[config.mk]
export PLATFORM = sky130hd
export DESIGN_NAME = link_up_seq
export DESIGN_NICKNAME = d
export VERILOG_FILES = /design/src/rtl/lus_pkg.sv /design/src/rtl/lus_tick_timer.sv /design/src/rtl/lus_ready_decode.sv /design/src/rtl/lus_link_decode.sv /design/src/rtl/link_up_seq.sv
export SDC_FILE = /design/constraint.sdc
export NUM_CORES = 1
export LEC_CHECK = 0
export ABC_AREA = 1
export BUFFER_PORTS_ARGS = -buffer_cell sky130_fd_sc_hd__buf_2
export CORE_ASPECT_RATIO = 0.7
export CORE_MARGIN = 1.5
export CORE_UTILIZATION = 56
export DETAILED_ROUTE_END_ITERATION = 8
export PLACE_DENSITY = 0.85
export SLEW_MARGIN = 25
export SYNTH_ARGS = -nofsm -noshare
export SYNTH_HDL_FRONTEND = slang
export SYNTH_SLANG_ARGS = --single-unit
[constraint.sdc]
create_clock -name clk -period 4.3 [get_ports clk]
set_input_delay 0.645 -clock clk [delete_from_list [all_inputs] [get_ports clk]]
set_output_delay 0.645 -clock clk [all_outputs]
set_load 0.03 [all_outputs]
[src/rtl/lus_pkg.sv]
package lus_pkg;

    localparam int WID_W   = 8;
    localparam int GEN_W   = 4;
    localparam int GEN_LSB = 8;

    typedef enum logic [2:0] {
        S_IDLE      = 3'd0,
        S_RST_WAIT  = 3'd1,
        S_SETTLE    = 3'd2,
        S_LINK_POLL = 3'd3,
        S_DONE      = 3'd4,
        S_FAIL      = 3'd5
    } seq_state_e;

    typedef struct packed {
        seq_state_e       state;
        logic [1:0]       req;
        logic             done;
        logic             rto;
        logic             lfail;
        logic [WID_W-1:0] width;
        logic [GEN_W-1:0] gen;
    } seq_regs_t;

    localparam seq_regs_t SEQ_RESET = '{
        state: S_IDLE, req: 2'b00, done: 1'b0, rto: 1'b0, lfail: 1'b0,
        width: '0, gen: '0
    };

endpackage

[src/rtl/lus_tick_timer.sv]
module lus_tick_timer #(
    parameter int CNT_W = 8
) (
    input  logic             clk,
    input  logic             rst,
    input  logic             clr,
    input  logic             step,
    input  logic [CNT_W-1:0] limit,
    output logic             last
);
    logic [CNT_W-1:0] cnt_d, cnt_q;

    always_comb begin
        cnt_d = cnt_q;
        if (clr) begin
            cnt_d = '0;
        end else if (step) begin
            cnt_d = cnt_q + CNT_W'(1);
        end
    end

    always_ff @(posedge clk) begin
        if (rst) begin
            cnt_q <= '0;
        end else begin
            cnt_q <= cnt_d;
        end
    end

    // current tick is the final permitted one in this phase
    assign last = (cnt_q == (limit - CNT_W'(1)));
endmodule

[src/rtl/lus_ready_decode.sv]
module lus_ready_decode #(
    parameter int NUM_SRC = 3
) (
    input  logic [NUM_SRC-1:0] ready_bits,
    output logic               all_ready
);
    assign all_ready = &ready_bits;
endmodule

[src/rtl/lus_link_decode.sv]
module lus_link_decode
    import lus_pkg::*;
#(
    parameter int LINK_W = 16
) (
    input  logic [LINK_W-1:0] link_word,
    output logic              link_up,
    output logic [WID_W-1:0]  width,
    output logic [GEN_W-1:0]  gen
);
    localparam int USED_W = GEN_LSB + GEN_W;

    assign width   = link_word[WID_W-1:0];
    assign gen     = link_word[GEN_LSB +: GEN_W];
    assign link_up = |width;

    generate
        if (LINK_W > USED_W) begin : g_spare
            logic unused_hi;
            assign unused_hi = ^link_word[LINK_W-1:USED_W];
        end
    endgenerate
endmodule

[src/rtl/link_up_seq.sv]
module link_up_seq
    import lus_pkg::*;
#(
    parameter int RST_POLL_MAX  = 200,
    parameter int SETTLE_TICKS  = 20,
    parameter int LINK_POLL_MAX = 20,
    parameter int LINK_W        = 16
) (
    input  logic              clk,
    input  logic              rst,
    input  logic              start,
    input  logic              ms_tick,
    input  logic [2:0]        rst_status,
    input  logic [LINK_W-1:0] link_status,
    output logic [1:0]        rst_req,
    output logic              done,
    output logic              rst_timeout,
    output logic              link_fail,
    output logic [WID_W-1:0]  link_width,
    output logic [GEN_W-1:0]  link_gen
);
    localparam int MAX_AB  = (RST_POLL_MAX > SETTLE_TICKS) ? RST_POLL_MAX : SETTLE_TICKS;
    localparam int CNT_MAX = (MAX_AB > LINK_POLL_MAX) ? MAX_AB : LINK_POLL_MAX;
    localparam int CNT_W   = $clog2(CNT_MAX + 1);

    seq_regs_t        d, q;
    logic             all_ready, link_up;
    logic [WID_W-1:0] dec_width;
    logic [GEN_W-1:0] dec_gen;
    logic             tmr_clr, tmr_step, tmr_last;
    logic [CNT_W-1:0] tmr_limit;

    lus_ready_decode #(.NUM_SRC(3)) u_ready (
        .ready_bits (rst_status),
        .all_ready  (all_ready)
    );

    lus_link_decode #(.LINK_W(LINK_W)) u_link (
        .link_word (link_status),
        .link_up   (link_up),
        .width     (dec_width),
        .gen       (dec_gen)
    );

    lus_tick_timer #(.CNT_W(CNT_W)) u_timer (
        .clk   (clk),
        .rst   (rst),
        .clr   (tmr_clr),
        .step  (tmr_step),
        .limit (tmr_limit),
        .last  (tmr_last)
    );

    always_comb begin
        unique case (q.state)
            S_RST_WAIT: tmr_limit = CNT_W'(RST_POLL_MAX);
            S_SETTLE:   tmr_limit = CNT_W'(SETTLE_TICKS);
            default:    tmr_limit = CNT_W'(LINK_POLL_MAX);
        endcase
    end

    always_comb begin
        d        = q;
        tmr_clr  = 1'b0;
        tmr_step = 1'b0;
        unique case (q.state)
            S_IDLE, S_DONE, S_FAIL: begin
                tmr_clr = 1'b1;
                if (start) begin
                    d.state = S_RST_WAIT;
                    d.req   = 2'b11;
                    d.done  = 1'b0;
                    d.rto   = 1'b0;
                    d.lfail = 1'b0;
                    d.width = '0;
                    d.gen   = '0;
                end
            end
            S_RST_WAIT: begin
                if (ms_tick) begin
                    if (all_ready) begin
                        d.state = S_SETTLE;
                        tmr_clr = 1'b1;
                    end else if (tmr_last) begin
                        d.state = S_FAIL;
                        d.rto   = 1'b1;
                        tmr_clr = 1'b1;
                    end else begin
                        tmr_step = 1'b1;
                    end
                end
            end
            S_SETTLE: begin
                if (ms_tick) begin
                    if (tmr_last) begin
                        d.state = S_LINK_POLL;
                        tmr_clr = 1'b1;
                    end else begin
                        tmr_step = 1'b1;
                    end
                end
            end
            S_LINK_POLL: begin
                if (ms_tick) begin
                    if (link_up) begin
                        d.state = S_DONE;
                        d.done  = 1'b1;
                        d.width = dec_width;
                        d.gen   = dec_gen;
                        tmr_clr = 1'b1;
                    end else if (tmr_last) begin
                        d.state = S_FAIL;
                        d.lfail = 1'b1;
                        tmr_clr = 1'b1;
                    end else begin
                        tmr_step = 1'b1;
                    end
                end
            end
            default: begin
                d       = SEQ_RESET;
                tmr_clr = 1'b1;
            end
        endcase
    end

    always_ff @(posedge clk) begin
        if (rst) begin
            q <= SEQ_RESET;
        end else begin
            q <= d;
        end
    end

    assign rst_req     = q.req;
    assign done        = q.done;
    assign rst_timeout = q.rto;
    assign link_fail   = q.lfail;
    assign link_width  = q.width;
    assign link_gen    = q.gen;
endmodule

==> impl_metrics.prom, run 1 <==
# TYPE chip_impl_metric gauge
chip_impl_info{name="result_of_the_run",value="finished clean"} 1
chip_impl_metric{name="power.clock.fraction",unit=""} 0.290
chip_impl_metric{name="power.share.combinational",unit=""} 0.190
chip_impl_metric{name="power_switching",unit="uW"} 149.8
chip_impl_metric{name="sequentialPowerShare",unit=""} 0.520
chip_impl_info{name="rsz0062_at_grt",value="no"} 1
chip_impl_metric{name="cts.htree.levels",unit=""} 1
chip_impl_metric{name="tightestPinTransition",unit="ns"} 0.4780
chip_impl_info{name="worst-setup-path-type",value="flop to flop"} 1
chip_impl_metric{name="cts_hold_buffers",unit=""} 0
chip_impl_metric{name="timing_max_transition_violations_final",unit=""} 0
chip_impl_metric{name="wl_per_cell",unit="um"} 11.27
chip_impl_metric{name="dr_total_vias",unit=""} 1418
chip_impl_metric{name="final.setup.tns",unit="ns"} 0
chip_impl_metric{name="peakVddDrop",unit="V"} 0.0002084
chip_impl_metric{name="maxClockFrequency",unit="MHz"} 534.0
chip_impl_info{name="worst_r2r_endpoint",value="q[18]"} 1
chip_impl_metric{name="place_congestion",unit=""} 0.8886
chip_impl_metric{name="syn-num-nets",unit=""} 249
chip_impl_metric{name="hold-worst-slack",unit="ns"} 0.4629
chip_impl_metric{name="cts_max_path_buffers",unit=""} 2
chip_impl_metric{name="ff2ff_setup_slack",unit="ns"} 2.43
chip_impl_metric{name="data_required_time_at_the_worst_endpoint",unit="ns"} 4.52
chip_impl_metric{name="gr-total-overflow",unit=""} 0
chip_impl_metric{name="clock_sink_count",unit=""} 27
chip_impl_metric{name="route.final.wire_length",unit="mm"} 3.122
chip_impl_metric{name="post-route-util",unit=""} 0.6553
chip_impl_metric{name="clock_skew",unit="ns"} 0.002922
chip_impl_metric{name="worst_ep_arrival_time",unit="ns"} 2.09
chip_impl_metric{name="fraction_of_the_yosys_area_taken_by_sequential_cells",unit=""} 0.3509
chip_impl_metric{name="power.total",unit="uW"} 497.7
chip_impl_metric{name="final_layout_size_suffix_gt1_frac",unit=""} 0.2181
chip_impl_metric{name="core-area",unit="mm^2"} 0.002534
chip_impl_metric{name="post_synth.cell_area_avg",unit="um^2"} 6.845
chip_impl_metric{name="multiInputGateArea",unit="um^2"} 774.5
chip_impl_metric{name="drt-initial-drc-count",unit=""} 96
chip_impl_metric{name="power.static_leakage",unit="uW"} 0.0007225
chip_impl_metric{name="power.density",unit="mW/mm^2"} 299.8
chip_impl_metric{name="seq_area",unit="um^2"} 540.5
chip_impl_metric{name="ys_ff_latch",unit=""} 27
chip_impl_metric{name="cts-buffers-inserted",unit=""} 3
chip_impl_metric{name="ant_nets",unit=""} 0
chip_impl_info{name="cts_root_buf",value="clkbuf_8"} 1
chip_impl_metric{name="clk-insertion-delay-late",unit="ns"} 0.27
chip_impl_metric{name="worstPathMaxFanout",unit=""} 12
chip_impl_metric{name="setup_viol",unit=""} 0
chip_impl_info{name="endpoint",value="q[18]"} 1
chip_impl_metric{name="library_cells_used_by_synthesis",unit=""} 29
chip_impl_metric{name="grt_first_pass_wirelength",unit="mm"} 5.126
chip_impl_metric{name="post-cts-setup-buffers",unit=""} 0
chip_impl_metric{name="period_needed",unit="ns"} 1.873
chip_impl_metric{name="postSynthCellCount",unit=""} 225
chip_impl_metric{name="floorplan.initialDensity",unit=""} 0.6079
chip_impl_metric{name="initial_antenna_violation_count",unit=""} 0
chip_impl_metric{name="power.switching_fraction",unit=""} 0.3010
chip_impl_info{name="startpoint_type",value="flop"} 1
chip_impl_metric{name="reg2reg_depth",unit=""} 8
chip_impl_metric{name="cts.clk_slew.worst_paths",unit="ns"} 0.09
chip_impl_info{name="crit-reg2reg-launch",value="u_timer.cnt_q[0]"} 1
chip_impl_metric{name="nFillCells",unit=""} 225
chip_impl_metric{name="report.final.hold_viol_count",unit=""} 0
chip_impl_metric{name="drt_first_pass_iters",unit=""} 4
chip_impl_metric{name="ctsResizeCount",unit=""} 0
chip_impl_metric{name="design.portCount",unit=""} 40
chip_impl_metric{name="dp_hpwl",unit="mm"} 2.306
chip_impl_metric{name="place.port_buffers",unit=""} 35
chip_impl_metric{name="grt_start_max_net_pins",unit=""} 20
chip_impl_metric{name="remaining_drc_errors",unit=""} 0
chip_impl_metric{name="num_rows",unit=""} 15
chip_impl_info{name="cp-startpoint",value="u_timer.cnt_q[0]"} 1
chip_impl_metric{name="flow.area_growth_from_synthesis",unit="%"} 7.798
chip_impl_metric{name="post_dr_vias_cell",unit=""} 5.119
chip_impl_metric{name="first_global_vias",unit=""} 1167
chip_impl_info{name="critPathCaptureType",value="flop"} 1
chip_impl_metric{name="internal-power",unit="uW"} 347.9
chip_impl_metric{name="die_w",unit="um"} 65.68
chip_impl_info{name="cts_tree",value="done"} 1
chip_impl_metric{name="yosys_warnings",unit=""} 0
chip_impl_metric{name="global_route.usage.total",unit=""} 0.2231
chip_impl_metric{name="max_slew_margin",unit=""} 0.6810
chip_impl_info{name="holdCritPathClass",value="flop to flop"} 1
chip_impl_metric{name="chipHeight",unit="um"} 46.88
chip_impl_metric{name="die-area",unit="mm^2"} 0.003079
chip_impl_metric{name="post-route-period-util",unit=""} 0.4355
chip_impl_metric{name="antenna_cells",unit=""} 0
chip_impl_metric{name="cap_violations",unit=""} 0
chip_impl_metric{name="syn_area",unit="mm^2"} 0.001540
chip_impl_metric{name="nets",unit=""} 268
-- stage by stage --
stage	instance area, um^2	cells	setup WS (ns)
2_1_floorplan	1540	225	2.671
3_3_place_gp	1615	273	2.371
3_5_place_dp	1615	273	2.342
4_1_cts	1660	277	2.460
5_1_grt	1660	277	2.181
6_report	1660	277	2.427
-- how the worst min path moves through the flow --
stage	startpoint	endpoint	slack, ns	cells past startpoint
floorplan	link_gen[1]	link_gen[1]	0.44	2
global placement	link_gen[0]	link_gen[0]	0.45	2
detailed placement	link_gen[0]	link_gen[0]	0.45	2
CTS	link_gen[0]	link_gen[0]	0.47	2
global route	link_width[4]	link_width[4]	0.48	2
finish	link_gen[3]	link_gen[3]	0.46	2
-- metal layers --
| metal | share of wire | global-route usage |
|---|---|---|
| met1 | 0.49 | 0.3206 |
| met2 | 0.41 | 0.3414 |
| met3 | 0.085 | 0.05755 |
| met4 | 0.0061 | 0.05000 |
| met5 | 0 | 0 |
-- sequential cells by signal (all words and copies together), names as in the netlist --
| register | count |
|---|---|
| link_width | 8 |
| u_timer.cnt_q | 8 |
| link_gen | 4 |
| q | 3 |
| done | 1 |
| link_fail | 1 |
| rst_req | 1 |
| rst_timeout | 1 |
-- layout make-up --
type	count	area share
clock buffers	4	0.02713
inverters	22	0.04974
multi-input cells	155	0.4665
flip-flops and latches	27	0.3255
well taps	34	0.02562
repair buffers	35	0.1055
-- power by group through the flow --
stage | registers [uW] | logic [uW] | clock network (uW)
after floorplan | 264 | 74.3 | 0
after global placement | 264 | 92.1 | 0
after detailed placement | 265 | 92.9 | 0
after CTS | 259 | 93.0 | 145
after global routing | 260 | 104 | 158
final | 259 | 94.4 | 144
-- critical path, stage by stage (launching register included) --
cell,delay [ns]
dfxtp_1,0.38
ha_1,0.26
nor3b_1,0.29
nand3_2,0.30
nand2_1,0.22
nand3_1,0.14
nor2_1,0.11
nor2_1,0.05
nor2_1,0.07
-- cells by family after synthesis --
kind of cell | Yosys count | share of synthesized area
AO/OA/AOI/OAI | 31 | 0.1064
XOR/XNOR | 7 | 0.03981
adder cells (fa/ha/maj) | 1 | 0.008122
buffers and inverters | 43 | 0.1462
flip-flops | 27 | 0.3509
AND/OR/NAND/NOR | 116 | 0.3485
-- layout by cell type, fill, tap and decap left out, drive strengths merged --
master,count
a21oi,21
a31oi,1
buf,35
clkbuf,4
dfxtp,27
ha,1
inv,22
nand2,53
nand3,26
nand4,2
nor2,32
nor3,2
nor3b,1
o211ai,1
o21ai,7
o22ai,1
xnor2,4
xor2,3
-- cells in the mapped netlist --
library cell   n  area share
nand2_1       49        0.12
dfxtp_1       27        0.35
nor2_1        27       0.066
nand3_1       24       0.078
a21oi_1       21       0.068
inv_1         20       0.049
buf_4         16       0.078
o21ai_0        5       0.016
xnor2_1        4       0.023
nand2_2        3       0.012
nor2_4         3       0.022
xor2_1         3       0.017
buf_2          2      0.0065
clkbuf_1       2      0.0049
inv_2          2      0.0049
nand3_2        2       0.013
nand4_1        2      0.0081
nor2_2         2      0.0081
a31oi_1        1      0.0041
clkbuf_2       1      0.0032
ha_1           1      0.0081
nand2_4        1      0.0073
nor3_1         1      0.0032
nor3_2         1      0.0065
nor3b_1        1      0.0049
o211ai_1       1      0.0049
o21ai_1        1      0.0032
o21ai_2        1      0.0057
o22ai_1        1      0.0041
Power figures use the tool's default switching activity.
==> run 2: changes to the inputs <==
--- a/config.mk
+++ b/config.mk
@@ -5,13 +5,13 @@
 export SDC_FILE = /design/constraint.sdc
 export NUM_CORES = 1
 export LEC_CHECK = 0
-export ABC_AREA = 1
+export ABC_AREA = 0
 export BUFFER_PORTS_ARGS = -buffer_cell sky130_fd_sc_hd__buf_2
 export CORE_ASPECT_RATIO = 0.7
 export CORE_MARGIN = 1.5
-export CORE_UTILIZATION = 56
+export CORE_UTILIZATION = 51
 export DETAILED_ROUTE_END_ITERATION = 8
-export PLACE_DENSITY = 0.85
+export PLACE_DENSITY = 0.79
 export SLEW_MARGIN = 25
 export SYNTH_ARGS = -nofsm -noshare
 export SYNTH_HDL_FRONTEND = slang
==> constraint.sdc (replaced) <==
create_clock -name clk -period 1.8 [get_ports clk]
set_input_delay 0.27 -clock clk [delete_from_list [all_inputs] [get_ports clk]]
set_output_delay 0.27 -clock clk [all_outputs]
set_load 0.03 [all_outputs]
==> impl_metrics.prom, run 2 <==
# TYPE chip_impl_metric gauge
chip_impl_info{name="result_of_the_run",value="finished with violations"} 1
chip_impl_info{name="violated_checks",value="setup timing"} 1
chip_impl_metric{name="library_cells_used_by_synthesis",unit=""} 42
chip_impl_metric{name="max_slew_margin",unit=""} 0.6922
chip_impl_metric{name="grt_start_max_net_pins",unit=""} 17
chip_impl_metric{name="power.clock.fraction",unit=""} 0.299
chip_impl_metric{name="chipHeight",unit="um"} 47.25
chip_impl_metric{name="final.setup.tns",unit="ns"} -0.1131
chip_impl_metric{name="die_w",unit="um"} 66.21
chip_impl_metric{name="flow.area_growth_from_synthesis",unit="%"} 26.14
chip_impl_info{name="crit_slowest_cell",value="or4_4"} 1
chip_impl_metric{name="floorplan.initialDensity",unit=""} 0.5588
chip_impl_metric{name="yosys_warnings",unit=""} 0
chip_impl_info{name="most_frequent_cells_in_the_layout",value="35 x buf_2, 23 x dfxtp_1, 22 x buf_4, 13 x nor2_1, 12 x a22o_1"} 1
chip_impl_metric{name="report.final.hold_viol_count",unit=""} 0
chip_impl_metric{name="antenna_cells",unit=""} 0
chip_impl_metric{name="fraction_of_the_yosys_area_taken_by_sequential_cells",unit=""} 0.3789
chip_impl_metric{name="power.switching_fraction",unit=""} 0.2786
chip_impl_metric{name="synth-edff-count",unit=""} 0
chip_impl_info{name="layout.cells.most_common",value="buf_2"} 1
chip_impl_metric{name="worstPathMaxFanout",unit=""} 5
chip_impl_metric{name="internal-power",unit="uW"} 852.4
chip_impl_metric{name="yosys.area_share.simple",unit=""} 0.2219
chip_impl_info{name="cts_root_buf",value="clkbuf_8"} 1
chip_impl_info{name="combinational_family_with_the_most_area_after_synthesis",value="compound AO/OA/AOI/OAI gates"} 1
chip_impl_info{name="ordered_list_of_cells_on_the_worst_path",value="and4b_1 > or3_4 > or2_4 > or4_4 > a21oi_1"} 1
chip_impl_metric{name="cts-buffers-inserted",unit=""} 3
chip_impl_metric{name="dp_hpwl",unit="mm"} 2.579
chip_impl_info{name="worst-setup-path-type",value="flop to flop"} 1
chip_impl_metric{name="num_rows",unit=""} 15
chip_impl_metric{name="cap_violations",unit=""} 0
chip_impl_metric{name="period_needed",unit="ns"} 1.859
chip_impl_info{name="holdCritPathClass",value="primary input to flop"} 1
chip_impl_metric{name="post_dr_vias_cell",unit=""} 5.933
chip_impl_metric{name="ant_nets",unit=""} 0
chip_impl_metric{name="dr_total_vias",unit=""} 1412
chip_impl_info{name="top_cells_by_instance_count_after_synthesis",value="27 x dfxtp_1, 15 x buf_4, 14 x nor2_1, 12 x a22o_1, 11 x a21oi_1"} 1
chip_impl_metric{name="cts_max_path_buffers",unit=""} 2
chip_impl_metric{name="cts.clk_slew.worst_paths",unit="ns"} 0.09
chip_impl_metric{name="drt-initial-drc-count",unit=""} 90
chip_impl_metric{name="wl_met1",unit="mm"} 1.530
chip_impl_metric{name="power.static_leakage",unit="uW"} 0.0007449
chip_impl_info{name="cell_taking_the_most_area_after_synthesis",value="dfxtp_1"} 1
chip_impl_metric{name="maxClockFrequency",unit="MHz"} 537.8
chip_impl_metric{name="post-cts-setup-buffers",unit=""} 0
chip_impl_metric{name="first_global_vias",unit=""} 1231
chip_impl_info{name="critPathCaptureType",value="flop"} 1
chip_impl_metric{name="gr-total-overflow",unit=""} 0
chip_impl_metric{name="clk-insertion-delay-late",unit="ns"} 0.28
chip_impl_info{name="ys_top_cells_by_area",value="dfxtp_1 38%, buf_4 7.9%, a22o_1 7.4%"} 1
chip_impl_metric{name="power_switching",unit="uW"} 329.2
chip_impl_info{name="rsz0062_at_grt",value="yes"} 1
chip_impl_metric{name="ys_ff_latch",unit=""} 27
chip_impl_metric{name="clock_skew",unit="ns"} 0.002595
chip_impl_metric{name="design.portCount",unit=""} 40
chip_impl_metric{name="final_layout_size_suffix_gt1_frac",unit=""} 0.3873
chip_impl_metric{name="die-area",unit="mm^2"} 0.003128
chip_impl_metric{name="drt_first_pass_iters",unit=""} 4
chip_impl_metric{name="sequentialPowerShare",unit=""} 0.518
chip_impl_metric{name="synth_compound_area_frac",unit=""} 0.2386
chip_impl_metric{name="worst_ep_arrival_time",unit="ns"} 2.07
chip_impl_metric{name="post-route-period-util",unit=""} 1.033
chip_impl_metric{name="netlist.area_leader.share",unit=""} 0.3789
chip_impl_metric{name="tightestPinTransition",unit="ns"} 0.4602
chip_impl_metric{name="multiplexer_fraction_of_the_synthesized_cell_area",unit=""} 0.01404
chip_impl_metric{name="timing_max_transition_violations_final",unit=""} 0
chip_impl_info{name="topRoutingLayerUsed",value="met4"} 1
chip_impl_metric{name="reg2reg_depth",unit=""} 5
chip_impl_metric{name="cts.htree.levels",unit=""} 1
chip_impl_metric{name="peakVddDrop",unit="V"} 0.0005839
chip_impl_metric{name="preCtsSetupSlack",unit="ns"} -0.07020
chip_impl_metric{name="grt_first_pass_wirelength",unit="mm"} 5.492
chip_impl_metric{name="syn-num-nets",unit=""} 190
chip_impl_metric{name="power.share.combinational",unit=""} 0.183
chip_impl_metric{name="hold-worst-slack",unit="ns"} 0.1939
chip_impl_info{name="most_used_standard_cell_by_instance_count_after_synthesis",value="dfxtp_1"} 1
chip_impl_metric{name="post-route-util",unit=""} 0.7049
chip_impl_metric{name="place_congestion",unit=""} 0.9411
chip_impl_metric{name="initial_antenna_violation_count",unit=""} 0
chip_impl_metric{name="remaining_drc_errors",unit=""} 0
chip_impl_metric{name="data_required_time_at_the_worst_endpoint",unit="ns"} 2.01
chip_impl_metric{name="route.met3.wl",unit="um"} 374
chip_impl_metric{name="nets",unit=""} 229
chip_impl_metric{name="clock_sink_count",unit=""} 27
chip_impl_info{name="synthFlopType",value="dfxtp_1"} 1
chip_impl_metric{name="route.final.wire_length",unit="mm"} 3.744
chip_impl_metric{name="setup_viol",unit=""} 2
chip_impl_metric{name="postSynthCellCount",unit=""} 166
chip_impl_metric{name="core-area",unit="mm^2"} 0.002552
chip_impl_metric{name="power.density",unit="mW/mm^2"} 656.8
chip_impl_metric{name="post_synth_xor_area_fraction",unit=""} 0.02456
chip_impl_metric{name="slowest_cell_delay_on_critical_path",unit="ns"} 0.41
chip_impl_metric{name="syn_area",unit="mm^2"} 0.001426
chip_impl_metric{name="dr_wl_met2",unit="mm"} 1.781
chip_impl_metric{name="post_synth.cell_area_avg",unit="um^2"} 8.593
chip_impl_metric{name="holdPathStages",unit=""} 2
chip_impl_metric{name="async_flop_share",unit=""} 0
chip_impl_info{name="cts_tree",value="done"} 1
chip_impl_metric{name="wl_per_cell",unit="um"} 15.73
chip_impl_metric{name="global_route.usage.total",unit=""} 0.2345
chip_impl_metric{name="place.port_buffers",unit=""} 35
chip_impl_metric{name="postLayoutSetupSlackWorst",unit="ns"} -0.05937
chip_impl_info{name="startpoint_type",value="flop"} 1
chip_impl_metric{name="synth_adder_area_share",unit=""} 0.008772
-- run 2: per-layer routing --
metal / vias to the layer above / track usage
met5: - / 0
met4: 0 / 0.04898
met3: 9 / 0.06235
met2: 78 / 0.4060
met1: 648 / 0.3019
li1: 677 / -
-- run 2: area by class of cell --
| cell class | instances | area [um^2] |
|---|---|---|
| clock buffer | 3 | 41.29 |
| tap | 34 | 42.54 |
| clock inverter | 1 | 7.507 |
| timing repair buffer | 58 | 351.6 |
| fill | 194 | 753.2 |
| multi-input combinational | 112 | 797.0 |
| inverter | 3 | 11.26 |
| sequential | 27 | 548.0 |
-- run 2: cell families after synthesis --
group	count (synthesis)
mux	2
simple gates	57
buf+inv	27
compound gates	48
flops	27
fa+ha+maj	1
xor+xnor	4
-- run 2: power groups by stage --
stage                     Combinational [uW]  Clock (uW)  Sequential [uW]
after floorplan                          125           0              624
after global placement                   188           0              624
after detailed placement                 194           0              625
after CTS                                203         358              610
after global routing                     233         383              613
final                                    216         354              612
-- run 2: final timing paths --
path,from,to,slack [ns]
max,q[18],u_timer.cnt_q[3],-0.06
min,link_status[9],link_gen[1],0.19
max reg2reg,q[18],u_timer.cnt_q[3],-0.06
min reg2reg,link_width[3],link_width[3],0.48
-- run 2: worst max-delay path: cells and delay by family, from the launching register on --
kind,cells,cell delay (ns)
AOI/OAI and AO/OA,1,0.12
DFF,1,0.40
and+or+nand+nor,4,1.28
-- run 2: repair_timing --
| item | in CTS | in global routing |
|---|---|---|
| gates resized for setup | 8 | 14 |
| hold buffers | 0 | 0 |
| pin swaps | 1 | 3 |
| endpoints found under the setup margin | 9 | 24 |
-- run 2: stage by stage --
step           instances  power, uW  cell area [um^2]
2_1_floorplan        166      748.3              1434
3_5_place_dp         234      818.6              1670
3_3_place_gp         234      812.7              1670
6_report             238       1182              1799
4_1_cts              238       1171              1749
5_1_grt              238       1230              1799
==> run 3: changes to the inputs <==
--- a/config.mk
+++ b/config.mk
@@ -9,10 +9,11 @@
 export BUFFER_PORTS_ARGS = -buffer_cell sky130_fd_sc_hd__buf_2
 export CORE_ASPECT_RATIO = 0.7
 export CORE_MARGIN = 1.5
-export CORE_UTILIZATION = 51
+export CORE_UTILIZATION = 53
 export DETAILED_ROUTE_END_ITERATION = 8
-export PLACE_DENSITY = 0.79
+export PLACE_DENSITY = 0.8
 export SLEW_MARGIN = 25
 export SYNTH_ARGS = -nofsm -noshare
 export SYNTH_HDL_FRONTEND = slang
+export SYNTH_HIERARCHICAL = 1
 export SYNTH_SLANG_ARGS = --single-unit
==> impl_metrics.prom, run 3 <==
# TYPE chip_impl_metric gauge
chip_impl_metric{name="gr-total-overflow",unit=""} 0
chip_impl_metric{name="power.static_leakage",unit="uW"} 0.0009196
chip_impl_metric{name="cts-buffers-inserted",unit=""} 3
chip_impl_info{name="rsz0062_at_grt",value="yes"} 1
chip_impl_metric{name="worst_ep_arrival_time",unit="ns"} 2.84
chip_impl_metric{name="place_congestion",unit=""} 0.8838
chip_impl_metric{name="yosys_warnings",unit=""} 6
chip_impl_metric{name="period_needed",unit="ns"} 2.665
chip_impl_metric{name="cts_hold_buffers",unit=""} 0
chip_impl_metric{name="wl_per_cell",unit="um"} 14.19
chip_impl_info{name="ordered_list_of_cells_on_the_worst_path",value="and2b_2 > nand2_4 > inv_6 > or3_4 > o21ai_2 > nand4_1 > a2111oi_4 > buf_4 > o21a_1 > nor2_1 > a31oi_1 > or2_4 > a21oi_1"} 1
chip_impl_metric{name="nFillCells",unit=""} 262
chip_impl_info{name="cell_taking_the_most_area_after_synthesis",value="dfxtp_1"} 1
chip_impl_metric{name="post-route-period-util",unit=""} 1.480
chip_impl_metric{name="route.final.wire_length",unit="mm"} 3.901
chip_impl_metric{name="floorplan.initialDensity",unit=""} 0.5504
chip_impl_info{name="cts_root_buf",value="clkbuf_8"} 1
chip_impl_metric{name="timing_max_transition_violations_final",unit=""} 0
chip_impl_metric{name="power.density",unit="mW/mm^2"} 644.2
chip_impl_info{name="holdCritPathClass",value="primary input to flop"} 1
chip_impl_info{name="most_frequent_cells_in_the_layout",value="35 x buf_2, 30 x buf_4, 26 x dfxtp_1, 13 x nor2_1, 12 x a22o_1"} 1
chip_impl_info{name="crit_slowest_cell",value="a2111oi_4"} 1
chip_impl_metric{name="num_rows",unit=""} 17
chip_impl_info{name="synthFlopType",value="dfxtp_1"} 1
chip_impl_metric{name="library_cells_used_by_synthesis",unit=""} 52
chip_impl_metric{name="async_flop_share",unit=""} 0
chip_impl_metric{name="clock_sink_count",unit=""} 27
chip_impl_metric{name="post_synth.cell_area_avg",unit="um^2"} 8.720
chip_impl_info{name="top_cells_by_instance_count_after_synthesis",value="27 x buf_4, 27 x dfxtp_1, 13 x nor2_1, 12 x a21oi_1, 12 x a22o_1"} 1
chip_impl_metric{name="flow.area_growth_from_synthesis",unit="%"} 24.74
chip_impl_metric{name="maxClockFrequency",unit="MHz"} 375.3
chip_impl_metric{name="antenna_cells",unit=""} 0
chip_impl_metric{name="grt_start_max_net_pins",unit=""} 17
chip_impl_metric{name="chipHeight",unit="um"} 50.51
chip_impl_metric{name="die-area",unit="mm^2"} 0.003580
chip_impl_info{name="timing.hold.worst.start",value="link_status[8]"} 1
chip_impl_metric{name="postLayoutSetupSlackWorst",unit="ns"} -0.8647
chip_impl_info{name="worst-setup-path-type",value="flop to flop"} 1
chip_impl_metric{name="drt_first_pass_iters",unit=""} 4
chip_impl_metric{name="final_cell_count_no_fill",unit=""} 275
chip_impl_metric{name="ys_ff_latch",unit=""} 27
chip_impl_metric{name="peakVddDrop",unit="V"} 0.0004666
chip_impl_metric{name="nets",unit=""} 263
chip_impl_metric{name="die_w",unit="um"} 70.88
chip_impl_metric{name="fraction_of_the_yosys_area_taken_by_sequential_cells",unit=""} 0.3163
chip_impl_metric{name="cap_violations",unit=""} 0
chip_impl_metric{name="syn_area",unit="mm^2"} 0.001709
chip_impl_metric{name="place.port_buffers",unit=""} 35
chip_impl_metric{name="post_dr_vias_cell",unit=""} 5.407
chip_impl_metric{name="clk-insertion-delay-late",unit="ns"} 0.28
chip_impl_metric{name="drt-initial-drc-count",unit=""} 80
chip_impl_metric{name="global_route.usage.total",unit=""} 0.2235
chip_impl_metric{name="tightestPinTransition",unit="ns"} 0.7240
chip_impl_info{name="result_of_the_run",value="finished with violations"} 1
chip_impl_metric{name="first_global_vias",unit=""} 1352
chip_impl_info{name="critPathCaptureType",value="flop"} 1
chip_impl_metric{name="netlist.area_leader.share",unit=""} 0.3163
chip_impl_info{name="layout.cells.most_common",value="buf_2"} 1
chip_impl_metric{name="ant_nets",unit=""} 0
chip_impl_info{name="startpoint_type",value="flop"} 1
chip_impl_metric{name="design.portCount",unit=""} 40
chip_impl_metric{name="worstPathMaxFanout",unit=""} 8
chip_impl_metric{name="post-cts-setup-buffers",unit=""} 0
chip_impl_info{name="violated_checks",value="setup timing"} 1
chip_impl_metric{name="cts_max_path_buffers",unit=""} 2
chip_impl_metric{name="setup_viol",unit=""} 13
chip_impl_metric{name="dpl.cell_count",unit=""} 271
chip_impl_metric{name="synth-edff-count",unit=""} 0
chip_impl_metric{name="clock_skew",unit="ns"} 0.005355
chip_impl_metric{name="final_layout_size_suffix_gt1_frac",unit=""} 0.4346
chip_impl_info{name="ys_top_cells_by_area",value="dfxtp_1 32%, buf_4 12%, a22o_1 6.1%"} 1
chip_impl_metric{name="grt_first_pass_wirelength",unit="mm"} 6.279
chip_impl_metric{name="dp_hpwl",unit="mm"} 2.921
chip_impl_metric{name="initial_antenna_violation_count",unit=""} 0
chip_impl_info{name="cts_tree",value="done"} 1
chip_impl_metric{name="data_required_time_at_the_worst_endpoint",unit="ns"} 1.97
chip_impl_metric{name="preCtsSetupSlack",unit="ns"} -0.9744
chip_impl_metric{name="cts.clk_slew.worst_paths",unit="ns"} 0.10
chip_impl_metric{name="postSynthCellCount",unit=""} 196
chip_impl_metric{name="report.final.hold_viol_count",unit=""} 0
chip_impl_metric{name="core-area",unit="mm^2"} 0.003105
chip_impl_metric{name="max_slew_margin",unit=""} 0.5137
chip_impl_metric{name="remaining_drc_errors",unit=""} 0
chip_impl_info{name="cp-startpoint",value="q[19]"} 1
chip_impl_metric{name="slowest_cell_delay_on_critical_path",unit="ns"} 0.42
chip_impl_metric{name="dr_total_vias",unit=""} 1487
chip_impl_metric{name="cts.htree.levels",unit=""} 1
chip_impl_info{name="crit-reg2reg-launch",value="q[19]"} 1
run 3: cell types whose count changed after synthesis, moves of 4 or more:
| cell | delta |
|---|---|
| buf_4 | +12 |
| nand3_1 | -4 |
| xor2_1 | +7 |
| inv_1 | +7 |
run 3: cell families after synthesis:
family	synth area share
mux	0.01757
simple gates	0.1801
compound gates	0.2306
fa+ha+maj	0.01464
flops	0.3163
xor+xnor	0.06149
other cells	0.002194
buf+inv	0.1772
run 3: final cells by class:
class	count	area [um^2]	area share
multi-input cells	128	1017	0.4771
inverters	10	42.54	0.01995
clock buffers	3	41.29	0.01937
clock inverters	1	7.507	0.003521
well taps	38	47.55	0.02230
flip-flops and latches	27	541.8	0.2541
repair buffers	68	434.2	0.2036
run 3: final timing paths:
check                endpoint  slack [ns]  cells past startpoint
min               link_gen[0]        0.19                      2
max          u_timer/cnt_q[5]       -0.86                     13
min reg2reg              done        0.46                      1
max reg2reg  u_timer/cnt_q[5]       -0.86                     13
run 3: worst max-delay path: cells and delay by family (launching register included):
| family | cells | cell delay [ns] |
|---|---|---|
| buffers and inverters | 2 | 0.24 |
| AND/OR/NAND/NOR | 6 | 1.08 |
| flip-flops | 1 | 0.33 |
| AO/OA/AOI/OAI | 5 | 0.90 |
run 3: repair_timing:
| action | CTS | global route |
|---|---|---|
| endpoints found under the hold margin | 0 | 0 |
| endpoints found under the setup margin | 13 | 13 |
| pin swaps | 5 | 11 |
| resized for setup | 7 | 19 |
run 3: routing by layer:
| layer | global-route usage | part of all wire |
|---|---|---|
| met1 | 0.3263 | 0.48 |
| met2 | 0.3411 | 0.46 |
| met3 | 0.05020 | 0.053 |
| met4 | 0.04088 | 0.0062 |
| met5 | 0 | 0 |
run 3: per-stage QoR:
stage | total power, uW | cell area (um^2) | hold slack (ns) | utilization | setup TNS (ns)
2_1_floorplan | 886.1 | 1773 | 0.3391 | - | -10.17
3_3_place_gp | 967.8 | 1963 | 0.4280 | 0.6322 | -9.961
3_5_place_dp | 976.2 | 1963 | 0.4360 | 0.6322 | -10.97
4_1_cts | 1339 | 2043 | 0.1980 | 0.6579 | -10.74
5_1_grt | 1448 | 2132 | 0.1877 | 0.6865 | -12.58
6_report | 1374 | 2132 | 0.1918 | 0.6865 | -10.79
run 3: where the power goes:
group | leakage (uW) | switching [uW] | total, uW | internal [uW]
registers | 0.000219 | 8.91 | 617 | 608
clock network | 0.0000217 | 198 | 356 | 157
logic | 0.000679 | 225 | 400 | 175
